$ cat config.mk
export PLATFORM = sky130hd
export DESIGN_NAME = mct_timer
export DESIGN_NICKNAME = d
export VERILOG_FILES = /design/src/rtl/mct_pkg.sv /design/src/rtl/mct_sync_edge.sv /design/src/rtl/mct_prescaler.sv /design/src/rtl/mct_match_unit.sv /design/src/rtl/mct_capture.sv /design/src/rtl/mct_timer.sv
export SDC_FILE = /design/constraint.sdc
export NUM_CORES = 1
export LEC_CHECK = 0
export ABC_CLOCK_PERIOD_IN_PS = 11150
export BUFFER_PORTS_ARGS = -buffer_cell sky130_fd_sc_hd__buf_2
export CAP_MARGIN = 20
export CORE_ASPECT_RATIO = 0.6
export CORE_MARGIN = 2
export CORE_UTILIZATION = 61
export DETAILED_ROUTE_END_ITERATION = 7
export PLACE_DENSITY = 0.8
export SYNTH_ARGS = -nofsm -noshare
export SYNTH_HDL_FRONTEND = slang
export SYNTH_SLANG_ARGS = --single-unit
$ cat constraint.sdc
create_clock -name clk -period 11.15 [get_ports clk]
set_input_delay 2.23 -clock clk [delete_from_list [all_inputs] [get_ports clk]]
set_output_delay 2.23 -clock clk [all_outputs]
set_load 0.05 [all_outputs]
$ cat src/rtl/mct_pkg.sv
`timescale 1ns/1ps
// Package: shared constants and types for the match-capture counter timer.
// Assumes the register map below is decoded by the top module only.
package mct_pkg;

    localparam int ADDR_CTRL    = 0;
    localparam int ADDR_LOAD    = 1;
    localparam int ADDR_PRESC   = 2;
    localparam int ADDR_MCFG    = 3;
    localparam int ADDR_CLR     = 4;
    localparam int ADDR_MR_BASE = 8;
    localparam int MCFG_BITS    = 5;

    typedef enum logic [1:0] {
        PIN_KEEP   = 2'b00,
        PIN_LOW    = 2'b01,
        PIN_HIGH   = 2'b10,
        PIN_TOGGLE = 2'b11
    } pin_act_e;

    typedef enum logic [1:0] {
        EDGE_OFF  = 2'b00,
        EDGE_RISE = 2'b01,
        EDGE_FALL = 2'b10,
        EDGE_BOTH = 2'b11
    } edge_sel_e;

    typedef struct packed {
        pin_act_e pin_act;
        logic     stop;
        logic     rst;
        logic     irq;
    } match_cfg_t;

endpackage

$ cat src/rtl/mct_sync_edge.sv
`timescale 1ns/1ps
// Synchronizes an asynchronous input through STAGES flops and reports
// a selected transition of the synchronized level as a one-cycle pulse.
// Assumes the input stays stable for at least two clock cycles per level.
module mct_sync_edge
    import mct_pkg::*;
#(
    parameter int STAGES = 2
) (
    input  logic      clk,
    input  logic      rst_n,
    input  logic      din,
    input  edge_sel_e sel,
    output logic      edge_o
);

    logic [STAGES:0] shf_q;
    logic            lvl;
    logic            prev;

    // Shift the input through the synchronizer and one history flop.
    always_ff @(posedge clk) begin
        if (!rst_n) shf_q <= '0;
        else        shf_q <= {shf_q[STAGES-1:0], din};
    end

    assign lvl  = shf_q[STAGES-1];
    assign prev = shf_q[STAGES];

    // Pick the transition the caller asked for.
    always_comb begin
        unique case (sel)
            EDGE_RISE: edge_o = lvl & ~prev;
            EDGE_FALL: edge_o = ~lvl & prev;
            EDGE_BOTH: edge_o = lvl ^ prev;
            default:   edge_o = 1'b0;
        endcase
    end

endmodule

$ cat src/rtl/mct_prescaler.sv
`timescale 1ns/1ps
// Prescale stage: counts ticks and emits an increment pulse on the tick
// where its phase equals the programmed limit, then restarts at zero.
// Assumes the limit is not lowered below the phase while running; if it
// is, the phase runs on to its own wrap before matching again.
module mct_prescaler #(
    parameter int W = 32
) (
    input  logic         clk,
    input  logic         rst_n,
    input  logic         tick,
    input  logic         clr,
    input  logic [W-1:0] limit,
    output logic         inc
);

    logic [W-1:0] phase_q;

    assign inc = tick && (phase_q == limit);

    // Advance or restart the prescale phase.
    always_ff @(posedge clk) begin
        if (!rst_n || clr) phase_q <= '0;
        else if (inc)      phase_q <= '0;
        else if (tick)     phase_q <= phase_q + 1'b1;
    end

endmodule

$ cat src/rtl/mct_match_unit.sv
`timescale 1ns/1ps
// One match channel: detects equality at a counter increment and drives
// the channel's output pin with the configured action on a hit.
// Assumes the counter-side actions (stop, reset) are resolved by the top.
module mct_match_unit
    import mct_pkg::*;
#(
    parameter int W = 32
) (
    input  logic         clk,
    input  logic         rst_n,
    input  logic         inc,
    input  logic [W-1:0] count,
    input  logic [W-1:0] value,
    input  pin_act_e     act,
    output logic         hit,
    output logic         pin_o
);

    assign hit = inc && (count == value);

    // Apply the pin action on a hit.
    always_ff @(posedge clk) begin
        if (!rst_n) begin
            pin_o <= 1'b0;
        end else if (hit) begin
            unique case (act)
                PIN_LOW:    pin_o <= 1'b0;
                PIN_HIGH:   pin_o <= 1'b1;
                PIN_TOGGLE: pin_o <= ~pin_o;
                default:    pin_o <= pin_o;
            endcase
        end
    end

endmodule

$ cat src/rtl/mct_capture.sv
`timescale 1ns/1ps
// Capture channel: synchronizes the capture input, detects the selected
// edge and stores the counter value on it.
// Assumes the stored value is the count present in the detection cycle.
module mct_capture
    import mct_pkg::*;
#(
    parameter int W      = 32,
    parameter int STAGES = 2
) (
    input  logic         clk,
    input  logic         rst_n,
    input  logic         cap_in,
    input  edge_sel_e    sel,
    input  logic [W-1:0] count,
    output logic         evt,
    output logic [W-1:0] cap_q
);

    mct_sync_edge #(.STAGES(STAGES)) u_sync (
        .clk    (clk),
        .rst_n  (rst_n),
        .din    (cap_in),
        .sel    (sel),
        .edge_o (evt)
    );

    // Latch the counter on a capture event.
    always_ff @(posedge clk) begin
        if (!rst_n)   cap_q <= '0;
        else if (evt) cap_q <= count;
    end

endmodule

$ cat src/rtl/mct_timer.sv
`timescale 1ns/1ps
// Match-capture counter timer top: register decode, counter with
// prioritized match actions, interrupt flags, match pins and capture.
// Assumes NUM_MATCH*MCFG_BITS and CNT_W fit in DATA_W, NUM_MATCH <= 8.
module mct_timer
    import mct_pkg::*;
#(
    parameter int CNT_W       = 32,
    parameter int NUM_MATCH   = 4,
    parameter int ADDR_W      = 4,
    parameter int DATA_W      = 32,
    parameter int SYNC_STAGES = 2
) (
    input  logic                 clk,
    input  logic                 rst_n,
    input  logic                 wr_en_i,
    input  logic [ADDR_W-1:0]    wr_addr_i,
    input  logic [DATA_W-1:0]    wr_data_i,
    input  logic                 ext_cnt_i,
    input  logic                 cap_i,
    output logic [CNT_W-1:0]     count_o,
    output logic [CNT_W-1:0]     cap_o,
    output logic [NUM_MATCH-1:0] match_pin_o,
    output logic [NUM_MATCH:0]   irq_flags_o,
    output logic                 irq_o
);

    localparam int NFLAG = NUM_MATCH + 1;
    localparam int CFG_W = NUM_MATCH * MCFG_BITS;

    logic                 wr_ctrl, wr_load, wr_presc, wr_mcfg, wr_clr;
    logic                 run_q, mode_q, cap_irq_q;
    edge_sel_e            cap_sel_q;
    logic [CNT_W-1:0]     presc_q;
    logic [CFG_W-1:0]     mcfg_q;
    logic [CNT_W-1:0]     mval_q [NUM_MATCH];
    logic [CNT_W-1:0]     count_q;
    logic [NFLAG-1:0]     flags_q;
    logic [NUM_MATCH-1:0] hit, stop_en, rst_en, irq_en;
    logic                 ext_rise, tick, inc, stop_any, rst_any, cap_evt;
    logic [NFLAG-1:0]     flag_set, flag_clr;

    assign wr_ctrl  = wr_en_i && (wr_addr_i == ADDR_W'(ADDR_CTRL));
    assign wr_load  = wr_en_i && (wr_addr_i == ADDR_W'(ADDR_LOAD));
    assign wr_presc = wr_en_i && (wr_addr_i == ADDR_W'(ADDR_PRESC));
    assign wr_mcfg  = wr_en_i && (wr_addr_i == ADDR_W'(ADDR_MCFG));
    assign wr_clr   = wr_en_i && (wr_addr_i == ADDR_W'(ADDR_CLR));

    // Control word; a stop hit drops run unless software writes it.
    always_ff @(posedge clk) begin
        if (!rst_n) begin
            run_q     <= 1'b0;
            mode_q    <= 1'b0;
            cap_sel_q <= EDGE_OFF;
            cap_irq_q <= 1'b0;
        end else if (wr_ctrl) begin
            run_q     <= wr_data_i[0];
            mode_q    <= wr_data_i[1];
            cap_sel_q <= edge_sel_e'(wr_data_i[3:2]);
            cap_irq_q <= wr_data_i[4];
        end else if (stop_any) begin
            run_q     <= 1'b0;
        end
    end

    // Prescale limit, match configuration and match values.
    always_ff @(posedge clk) begin
        if (!rst_n) begin
            presc_q <= '0;
            mcfg_q  <= '0;
            for (int i = 0; i < NUM_MATCH; i++) mval_q[i] <= '0;
        end else begin
            if (wr_presc) presc_q <= wr_data_i[CNT_W-1:0];
            if (wr_mcfg)  mcfg_q  <= wr_data_i[CFG_W-1:0];
            for (int i = 0; i < NUM_MATCH; i++) begin
                if (wr_en_i && wr_addr_i == ADDR_W'(ADDR_MR_BASE + i))
                    mval_q[i] <= wr_data_i[CNT_W-1:0];
            end
        end
    end

    mct_sync_edge #(.STAGES(SYNC_STAGES)) u_ext_sync (
        .clk    (clk),
        .rst_n  (rst_n),
        .din    (ext_cnt_i),
        .sel    (EDGE_RISE),
        .edge_o (ext_rise)
    );

    assign tick = run_q && (mode_q ? ext_rise : 1'b1);

    mct_prescaler #(.W(CNT_W)) u_presc (
        .clk   (clk),
        .rst_n (rst_n),
        .tick  (tick),
        .clr   (wr_load),
        .limit (presc_q),
        .inc   (inc)
    );

    for (genvar g = 0; g < NUM_MATCH; g++) begin : g_match
        match_cfg_t cfg;
        assign cfg        = match_cfg_t'(mcfg_q[g*MCFG_BITS +: MCFG_BITS]);
        assign stop_en[g] = cfg.stop;
        assign rst_en[g]  = cfg.rst;
        assign irq_en[g]  = cfg.irq;

        mct_match_unit #(.W(CNT_W)) u_match (
            .clk   (clk),
            .rst_n (rst_n),
            .inc   (inc),
            .count (count_q),
            .value (mval_q[g]),
            .act   (cfg.pin_act),
            .hit   (hit[g]),
            .pin_o (match_pin_o[g])
        );
    end

    assign stop_any = |(hit & stop_en);
    assign rst_any  = |(hit & rst_en);

    // Main counter: load, then stop over reset over continue.
    always_ff @(posedge clk) begin
        if (!rst_n)        count_q <= '0;
        else if (wr_load)  count_q <= wr_data_i[CNT_W-1:0];
        else if (inc) begin
            if (stop_any)     count_q <= count_q;
            else if (rst_any) count_q <= '0;
            else              count_q <= count_q + 1'b1;
        end
    end

    mct_capture #(.W(CNT_W), .STAGES(SYNC_STAGES)) u_cap (
        .clk    (clk),
        .rst_n  (rst_n),
        .cap_in (cap_i),
        .sel    (cap_sel_q),
        .count  (count_q),
        .evt    (cap_evt),
        .cap_q  (cap_o)
    );

    assign flag_set = {cap_evt & cap_irq_q, hit & irq_en};
    assign flag_clr = wr_clr ? wr_data_i[NFLAG-1:0] : '0;

    // Sticky flags: set wins over a same-cycle clear.
    always_ff @(posedge clk) begin
        if (!rst_n) flags_q <= '0;
        else        flags_q <= (flags_q & ~flag_clr) | flag_set;
    end

    assign count_o     = count_q;
    assign irq_flags_o = flags_q;
    assign irq_o       = |flags_q;

endmodule

==> flow_metrics.py <==
metrics = {
    "placed_design": {
        "portBuffers": 114,
        "place_area_mm2": 0.0148,
        "gp_congestion": 0.916,
        "dp_hpwl_um": 28600,
    },
    "sta": {
        "slew_headroom_pct": 30.9,
        "drv_slew": 0,
        "fin_crit_sh_pct": 39.6,
        "hold_viol_final": 0,
        "setup-violations-final": 0,
        "tightest_slew_ps": 1030,
        "rsz0062_at_grt": "no",
        "finalSetupTns_ps": 0,
        "finClkSkew_ps": 24.2,
        "fin_crit_ps": 4420,
        "clock.fmax_mhz": 226,
    },
    "clock_tree": {
        "cts_hold_buf": 0,
        "cts_buffer_depth": 3,
        "h-tree-depth": 1,
        "cts_buffers": 28,
        "cts_tree": "yes",
        "clkSinkCount": 296,
        "cts_resized": 0,
        "clk_pin_slew_ps": 70,
        "cts_setup_buffers": 0,
        "root_buffer": "clkbuf_16",
        "clock_latency_ps": 560,
    },
    "status": {
        "status": "complete, no violations",
    },
    "power_and_ir_drop": {
        "switching_share_pct": 22.9,
        "vdd_drop_max_mv": 0.146,
        "p_int_w": 0.00182,
        "power_switching_w": 0.000538,
        "pwr-share-seq_pct": 50.4,
        "p_comb_share_pct": 5.9,
        "p_leak_nw": 5.40,
        "finalPower_w": 0.00235,
        "powerDensity_mw_per_mm2": 149,
        "clockPowerShare_pct": 43.7,
    },
    "final_layout": {
        "drive_above_1_share_pct": 14.3,
        "area_delta_synth_final_pct": 11.4,
        "antennaDiodeCount": 0,
        "final_area_mm2": 0.0158,
        "nNetsFinal": 1530,
        "regArea_mm2": 0.00721,
        "fill_cells": 1814,
        "multi_input_area_mm2": 0.00643,
    },
    "hold_path": {
        "hold_class": "flip-flop to flip-flop",
    },
    "die": {
        "initial_core_util_pct": 61.8,
        "dieHeight_um": 122,
        "ioPinCount": 115,
        "core_area_mm2": 0.0230,
        "rows": 43,
        "dieArea_mm2": 0.0246,
        "die_w_um": 201,
    },
    "critical_path": {
        "cpMaxStageDelayCell": "nand2_1",
        "cp.arrival_ps": 4880,
        "r2r-start": "count_o[11]",
        "worstSetupStartpointType": "input port",
        "slowest_delay_ps": 640,
        "crit_path_end_kind": "flip-flop",
        "r2r_slack_ps": 7100,
        "worstPathRequired_ps": 11610,
        "worstSetupPathType": "input port to flip-flop",
        "reg2reg_to": "count_o[13]",
        "critPathCapture": "count_o[13]",
        "reg2reg_depth": 9,
        "crit_path_cell_trace": "buf_2 -> nor3b_2 -> nand2b_1 -> o21ai_2 -> buf_4 -> nand2_1 -> o221ai_1",
        "startpoint": "wr_addr_i[3]",
        "critical_path.max_fanout": 43,
    },
    "grt": {
        "grt_max_degree": 70,
        "grt_util_all_layers_pct": 35.2,
        "grt_overflow_total": 0,
        "grt_pass1_vias": 10212,
        "grt_pass1_wl_um": 63600,
        "antenna_found_initial": 2,
    },
    "route": {
        "routed_wirelength_um": 42900,
        "drc": 0,
        "detail-route-antenna-nets": 0,
        "drt_iter0_drc": 1466,
        "first_pass_iters": 6,
        "wl_per_cell_um": 23.6,
        "viasPerCell": 6.19,
        "vias": 11271,
    },
    "synthesis": {
        "ys_types": 70,
        "synth_edf_count": 128,
        "synth-seq-cells": 296,
        "synth_nets": 1473,
        "yosysWarningCount": 0,
        "synthArstFlopShare_pct": 0,
        "seq_area_frac_synth_pct": 50.7,
        "syn_area_mm2": 0.0142,
        "syn_area_per_cell_um2": 9.95,
        "post_synth_inst_count": 1428,
        "synth_ff_type": "dfxtp_1",
    },
    "job": {
        "maxCapViolCount": 0,
    },
}
## power by group through the flow
| stage | clock (W) | combinational [W] | sequential (W) |
|---|---|---|---|
| 6_report | 0.00103 | 0.000139 | 0.00119 |
| 5_1_grt | 0.00108 | 0.000146 | 0.00119 |
| 4_1_cts | 0.00103 | 0.000133 | 0.00119 |
| 3_5_place_dp | 0 | 0.000132 | 0.00121 |
| 3_3_place_gp | 0 | 0.000130 | 0.00121 |
| 2_1_floorplan | 0 | 0.0000775 | 0.00121 |
## Yosys cell counts (all sizes together), types with 11 or more instances
cell type,instances,area [um2]
nand2,178,671
and2,138,866
dfxtp,168,3360
nor2,116,435
o22ai,12,75.1
o2bb2ai,11,96.3
clkbuf,57,214
xor2,17,149
inv,19,71.3
nand4,53,332
edfxtp,128,3840
nor4,14,140
a22oi,17,128
o21ai,22,110
mux2i,34,340
xnor2,173,1530
a21oi,70,350
nand3,48,255
buf,46,353
## worst min path at each step
| stage | from | end | slack, ps | cells after the start |
|---|---|---|---|---|
| floorplan | u_cap.u_sync.shf_q[0] | u_cap.u_sync.shf_q[1] | 410 | 1 |
| global placement | u_ext_sync.shf_q[0] | u_ext_sync.shf_q[1] | 420 | 1 |
| finish | u_ext_sync.shf_q[0] | u_ext_sync.shf_q[1] | 430 | 1 |
| CTS | u_ext_sync.shf_q[0] | u_ext_sync.shf_q[1] | 430 | 1 |
| detailed placement | u_ext_sync.shf_q[0] | u_ext_sync.shf_q[1] | 420 | 1 |
| global route | u_ext_sync.shf_q[0] | u_ext_sync.shf_q[1] | 440 | 1 |
## state kept, by name, indices dropped and copies added, names as in the netlist, 4 cells and up
signal	count
irq_flags_o	5
presc_q	32
g_match.u_match.pin_o	4
mval_q	128
u_presc.phase_q	32
count_o	32
mcfg_q	20
u_cap.cap_q	32
## worst max-delay path, delay by kind of cell
kind / cells / cell delay, ps
buffers and inverters: 2 / 550
AND/OR/NAND/NOR: 3 / 1510
AO/OA/AOI/OAI: 2 / 560
## routing by layer
layer / vias up / GRT usage (%) / wire length (um)
li1: 5039 / - / -
met1: 5379 / 50.9 / 17800
met2: 736 / 49.3 / 17400
met3: 117 / 12.7 / 6410
met4: 0 / 10.1 / 1330
met5: - / 0 / 0
## metrics by stage
step	worst slack (ps)	utilization (%)	hold WS, ps	instances
floorplan	5810	-	412	1428
global placement	6460	64.4	422	1769
detailed placement	6350	64.4	424	1769
CTS	6910	68.7	431	1821
global route	6680	68.9	444	1822
finish	6730	68.9	432	1822
## cells by family (layout without fill, tap and decap cells)
logic type               count (synthesis)  count (layout)  share of synthesized area [%]
multiplexers                            34              34                           2.40
buffers and inverters                  122             201                           4.49
flip-flops                             296             296                           50.7
AO/OA/AOI/OAI                          181             181                           8.51
adder cells (fa/ha/maj)                  4               4                          0.352
AND/OR/NAND/NOR                        601             601                           21.7
XOR/XNOR                               190             190                           11.8
## layout by cell type, fill, tap and decap left out, types with 19 or more instances in the layout
cell type    n
nand2_1    177
xnor2_1    171
dfxtp_1    168
and2_1     137
edfxtp_1   128
buf_2      114
nor2_1     113
a21oi_1     70
nand4_1     53
nand3_1     45
mux2i_1     34
clkbuf_16   33
inv_1       19
## layout make-up
class,instances,share of cell area (%)
sequential,296,45.6
multi-input combinational,1010,40.6
clock buffer,46,6.03
timing repair buffer,130,4.49
tap,315,2.49
inverter,19,0.467
clock inverter,6,0.348
Power figures use the tool's default switching activity.
